### src/rtl/pend_num_pkg.sv
package pend_num_pkg;

    localparam int BASIC_W  = 21;
    localparam int BANK_W   = 32;
    localparam int NUM_W    = 7;
    localparam int DIRECT_N = 8;
    localparam int SC_LO    = 10;
    localparam int SC_N     = BASIC_W - SC_LO;
    localparam int B1_FLAG  = 8;
    localparam int B2_FLAG  = 9;
    localparam int B1_BASE  = DIRECT_N;
    localparam int B2_BASE  = DIRECT_N + BANK_W;

    // Bank positions mirrored in the summary word; removed from bank scans.
    localparam logic [BANK_W-1:0] B1_EXCL = 32'h000C_0680;
    localparam logic [BANK_W-1:0] B2_EXCL = 32'h43E0_0000;

    typedef struct packed {
        logic             valid;
        logic [NUM_W-1:0] num;
    } res_t;

    // Mirror slot (priority order) to global number.
    function automatic logic [NUM_W-1:0] mirror_num(input logic [3:0] slot);
        case (slot)
            4'd0:    mirror_num = NUM_W'(B1_BASE + 7);
            4'd1:    mirror_num = NUM_W'(B1_BASE + 9);
            4'd2:    mirror_num = NUM_W'(B1_BASE + 10);
            4'd3:    mirror_num = NUM_W'(B1_BASE + 18);
            4'd4:    mirror_num = NUM_W'(B1_BASE + 19);
            4'd5:    mirror_num = NUM_W'(B2_BASE + 21);
            4'd6:    mirror_num = NUM_W'(B2_BASE + 22);
            4'd7:    mirror_num = NUM_W'(B2_BASE + 23);
            4'd8:    mirror_num = NUM_W'(B2_BASE + 24);
            4'd9:    mirror_num = NUM_W'(B2_BASE + 25);
            default: mirror_num = NUM_W'(B2_BASE + 30);
        endcase
    endfunction

endpackage

### src/rtl/pend_lsb_find.sv
module pend_lsb_find #(
    parameter int W  = 8,
    localparam int IW = (W > 1) ? $clog2(W) : 1
) (
    input  logic [W-1:0]  vec_i,
    output logic          found_o,
    output logic [IW-1:0] idx_o
);
    always_comb begin
        found_o = |vec_i;
        idx_o   = '0;
        for (int i = W - 1; i >= 0; i--) begin
            if (vec_i[i]) idx_o = IW'(i);
        end
    end
endmodule

### src/rtl/pend_num_resolver.sv
module pend_num_resolver
    import pend_num_pkg::*;
(
    input  logic               clk,
    input  logic               rst,
    input  logic [BASIC_W-1:0] basic_pend_i,
    input  logic [BANK_W-1:0]  bank1_pend_i,
    input  logic [BANK_W-1:0]  bank2_pend_i,
    output logic               irq_valid_o,
    output logic [NUM_W-1:0]   irq_num_o
);
    localparam int DIW = $clog2(DIRECT_N);
    localparam int SIW = $clog2(SC_N);
    localparam int BIW = $clog2(BANK_W);

    res_t res_d, res_q;

    logic           dir_hit;
    logic [DIW-1:0] dir_idx;
    logic           sc_hit;
    logic [SIW-1:0] sc_idx;

    pend_lsb_find #(.W(DIRECT_N)) u_dir (
        .vec_i  (basic_pend_i[DIRECT_N-1:0]),
        .found_o(dir_hit),
        .idx_o  (dir_idx)
    );

    pend_lsb_find #(.W(SC_N)) u_sc (
        .vec_i  (basic_pend_i[BASIC_W-1:SC_LO]),
        .found_o(sc_hit),
        .idx_o  (sc_idx)
    );

    logic [1:0]     bank_hit;
    logic [BIW-1:0] bank_idx [2];

    for (genvar b = 0; b < 2; b++) begin : g_bank
        localparam logic [BANK_W-1:0] EXCL = (b == 0) ? B1_EXCL : B2_EXCL;
        localparam int                FLAG = (b == 0) ? B1_FLAG : B2_FLAG;
        logic [BANK_W-1:0] scan_vec;
        logic              any;
        assign scan_vec = ((b == 0) ? bank1_pend_i : bank2_pend_i) & ~EXCL;
        pend_lsb_find #(.W(BANK_W)) u_scan (
            .vec_i  (scan_vec),
            .found_o(any),
            .idx_o  (bank_idx[b])
        );
        assign bank_hit[b] = any & basic_pend_i[FLAG];
    end

    always_comb begin
        res_d = '0;
        if (dir_hit) begin
            res_d.valid = 1'b1;
            res_d.num   = NUM_W'(dir_idx);
        end else if (sc_hit) begin
            res_d.valid = 1'b1;
            res_d.num   = mirror_num(4'(sc_idx));
        end else if (bank_hit[0]) begin
            res_d.valid = 1'b1;
            res_d.num   = NUM_W'(B1_BASE) + NUM_W'(bank_idx[0]);
        end else if (bank_hit[1]) begin
            res_d.valid = 1'b1;
            res_d.num   = NUM_W'(B2_BASE) + NUM_W'(bank_idx[1]);
        end
    end

    always_ff @(posedge clk) begin
        if (rst) res_q <= '0;
        else     res_q <= res_d;
    end

    assign irq_valid_o = res_q.valid;
    assign irq_num_o   = res_q.num;


    a_r1_empty_invalid: assert property (@(posedge clk) disable iff (rst)
        (basic_pend_i == '0) |=> !irq_valid_o);

    a_r2_direct_first: assert property (@(posedge clk) disable iff (rst)
        (|basic_pend_i[DIRECT_N-1:0]) |=> (irq_valid_o && irq_num_o < NUM_W'(DIRECT_N)));

    a_r4_mirror_before_scan: assert property (@(posedge clk) disable iff (rst)
        (basic_pend_i[DIRECT_N-1:0] == '0 && |basic_pend_i[BASIC_W-1:SC_LO])
        |=> (irq_valid_o && irq_num_o inside {7'd15, 7'd17, 7'd18, 7'd26, 7'd27,
             7'd61, 7'd62, 7'd63, 7'd64, 7'd65, 7'd70}));

    a_r5_scan_skips_mirrors: assert property (@(posedge clk) disable iff (rst)
        (basic_pend_i[DIRECT_N-1:0] == '0 && basic_pend_i[BASIC_W-1:SC_LO] == '0)
        |=> !(irq_valid_o && irq_num_o inside {7'd15, 7'd17, 7'd18, 7'd26, 7'd27,
              7'd61, 7'd62, 7'd63, 7'd64, 7'd65, 7'd70}));

    a_r8_reset_clears: assert property (@(posedge clk)
        rst |=> (!irq_valid_o && irq_num_o == '0));

    a_r9_zero_when_idle: assert property (@(posedge clk) disable iff (rst)
        !irq_valid_o |-> irq_num_o == '0);
    a_r9_in_range: assert property (@(posedge clk) disable iff (rst)
        irq_valid_o |-> irq_num_o <= NUM_W'(B2_BASE + BANK_W - 1));

endmodule

### config.mk
export PLATFORM = sky130hd
export DESIGN_NAME = pend_num_resolver
export DESIGN_NICKNAME = d
export VERILOG_FILES = /design/src/rtl/pend_num_pkg.sv /design/src/rtl/pend_lsb_find.sv /design/src/rtl/pend_num_resolver.sv
export SDC_FILE = /design/constraint.sdc
export NUM_CORES = 1
export LEC_CHECK = 0
export ABC_CLOCK_PERIOD_IN_PS = 2600
export BUFFER_PORTS_ARGS = -buffer_cell sky130_fd_sc_hd__buf_2
export CORE_ASPECT_RATIO = 0.9
export CORE_UTILIZATION = 30
export DETAILED_ROUTE_END_ITERATION = 10
export GPL_TIMING_DRIVEN = 0
export PLACE_DENSITY_LB_ADDON = 0.08
export SLEW_MARGIN = 40
export SYNTH_ARGS = -nofsm -noshare
export SYNTH_HDL_FRONTEND = slang
export SYNTH_SLANG_ARGS = --single-unit
### constraint.sdc
create_clock -name clk -period 2.6 [get_ports clk]
set_clock_uncertainty 0.15 [all_clocks]
set_input_delay 0.65 -clock clk [delete_from_list [all_inputs] [get_ports clk]]
set_output_delay 0.65 -clock clk [all_outputs]
set_load 0.005 [all_outputs]
==> impl_metrics.ini <==
[run_status]
outcome = finished, final reports clean

[drt]
wire_per_inst_um = 12.0
highest_layer = met3
drt-met1-wl_um = 2110
drc = 0
num_vias = 1874
initialDrtViolationCount = 108
wl_met2_um = 1920
drt_pre_antenna_iters = 4
antenna_left = 0
met3_length_um = 250
wirelength_um = 4280
drt-vias-per-instance = 5.28

[finish]
drive_above_1_share_pct = 38.6
seqCellArea_um2 = 160
syn2layout_area_growth_pct = 43.4
diodes = 0
design_area_um2 = 2010
fill_cells = 491
multiInputGateArea_um2 = 1230
stdcell_count = 355
nets = 388

[pwr]
power_density_nw_per_um2 = 233
power.internal_uw = 312
vdd_ir_drop_max_mv = 0.187
switching_share_pct = 33.2
p_clk_share_pct = 29.8
p_leak_uw = 0.000841
finalPower_uw = 467
comb_power_share_pct = 43.1
seq_power_share_pct = 27.1
p_sw_uw = 155

[critical_path]
critPathMaxStageDelay_ns = 0.52
crit_path_top_delay_cell = or4_1
cp_data_required_time_ns = 2.58
arrival_ns = 2.42
cp_max_fo = 4
end_kind = flop
start_kind = input port
path_cells = buf_2, nand2b_1, a21oi_1, o21bai_1, a21oi_1, nor2_1, or2_2, ha_2, or4_1, o31ai_1
cpMostUsedCell = a21oi_1
worstSetupPathType = in -> reg

[placed_design]
place.detailed.hpwl_um = 3630
place_congestion = 0.811
place_area_um2 = 1890
pre_cts_slack_ns = -0.215
dp_cells = 349
portBuffers = 83

[yosys]
synth_commonest_cells = nor2_1 (23), nor3_1 (20), a21oi_1 (18)
ys_warn_count = 0
ys_top_cells_by_area = dfxtp_1 (11%), nor3_1 (7.2%), a21oi_1 (6.4%), nor2_1 (6.2%), ha_1 (5.4%)
yosysMostFrequentCell = nor2_1
syn_avg_cell_area_um2 = 6.86
synth_nets = 297
synth_top_flop_cell = dfxtp_1
ys_seq_area_share_pct = 11.4
ys_ff_latch = 8
synth_edf_count = 0
syn-cell-area_um2 = 1400
yosys.area.top_type_share_pct = 11.4
synth_top_area_cell = dfxtp_1
netlist-cell-type-count = 48
synthArstFlopShare_pct = 0
synthCells = 204

[clocking]
clock_sinks = 8
ctsHoldBuffers = 0
numCtsBuffers = 3
path_clk_slew_ns = 0.04
clock-root-buffer = clkbuf_8
cts_tree = yes
clockBufferDepth = 2
htreeDepth = 1

[grt]
grt_pass1_wl_um = 6770
grt_max_degree = 10
grt_pass1_vias = 1612
antenna_found_initial = 0
overflow = 0
grt_usage_pct = 17.0

[timing]
slew_viol_final = 0
fin_crit_sh_pct = 93.9
tns_ns = 0
worst_pin_slew_ns = 0.691
fin_ws_ns = 0.159
slew_headroom_pct = 53.6
setup_viol = 0
rsz0062_at_grt = false
fmax_ghz = 0.410
hold_violations = 0
period_needed_ns = 2.44

[die]
dieWidth_um = 74.0
io-pin-count = 95
fp.coreArea_um2 = 4460
die-area_um2 = 4940
die_h_um = 66.8
initial_core_util_pct = 31.4
rows = 23

[min_path]
worstHoldPathType = in -> reg

[flow_run]
maxCapViolCount = 0
-- critical path: cells and delay by family --
kind / cells / cell delay (ns)
simple gates: 4 / 1.00
compound gates: 4 / 0.44
fa+ha+maj: 1 / 0.21
buf+inv: 1 / 0.11
-- flip-flops by register name (all words and copies together), names as in the netlist --
name and cells:
irq_valid_o 1, irq_num_o 7
-- routing by layer --
metal	GRT usage, %	vias to the layer above
met3	1.66	0
li1	-	983
met4	2.64	0
met2	28.3	66
met5	0	-
met1	23.9	825
-- cell families (layout without fill, tap and decap cells) --
kind of cell,count (synthesis),count (layout),synth area share (%)
AND/OR/NAND/NOR,104,104,44.0
AO/OA/AOI/OAI,70,70,34.9
adder cells (fa/ha/maj),6,6,5.37
flip-flops,8,8,11.4
buffers and inverters,16,105,4.29
-- repair_timing --
item,CTS,global route
buffers inserted,0,3
resized for setup,0,8
setup endpoints to repair,0,3
-- final timing paths --
check        startpoint                 endpoint  slack [ns]  cells after the start
max    basic_pend_i[18]  irq_num_o[5]$_SDFF_PP0_        0.16                     10
min                 rst   irq_valid_o$_SDFF_PP0_        0.48                      2
-- power by group through the flow --
| stage | clock network [uW] | registers, uW | logic [uW] |
|---|---|---|---|
| 5_1_grt | 149 | 127 | 223 |
| 4_1_cts | 143 | 126 | 191 |
| 3_5_place_dp | 0 | 128 | 190 |
| 2_1_floorplan | 0 | 129 | 74.5 |
| 6_report | 139 | 126 | 201 |
| 3_3_place_gp | 0 | 128 | 192 |
-- placed cells by master, fill, tap and decap left out, types with 4 or more instances in the layout --
cell / Yosys / routed
a21oi_1: 18 / 18
a31oi_1: 7 / 7
buf_2: 0 / 83
dfxtp_1: 8 / 8
ha_1: 6 / 5
inv_1: 15 / 15
nand2_1: 13 / 13
nand4_1: 4 / 4
nor2_1: 23 / 23
nor2b_1: 5 / 5
nor3_1: 20 / 19
nor4_1: 12 / 8
nor4_2: 5 / 7
nor4_4: 2 / 4
o21ai_0: 9 / 9
o31ai_1: 9 / 9
-- stage by stage --
stage / hold WS, ns / util, %
2_1_floorplan: 0.569 / -
3_3_place_gp: 0.713 / 42.4
3_5_place_dp: 0.709 / 42.4
4_1_cts: 0.480 / 43.3
5_1_grt: 0.484 / 45.0
6_report: 0.484 / 45.0
-- final cells by class --
| type | instances | share of cell area [%] |
|---|---|---|
| multi-input combinational | 180 | 61.3 |
| timing repair buffer | 86 | 21.8 |
| sequential | 8 | 7.99 |
| tap | 62 | 3.87 |
| inverter | 16 | 2.99 |
| clock buffer | 3 | 2.06 |
(Power assumes the default switching activity.)
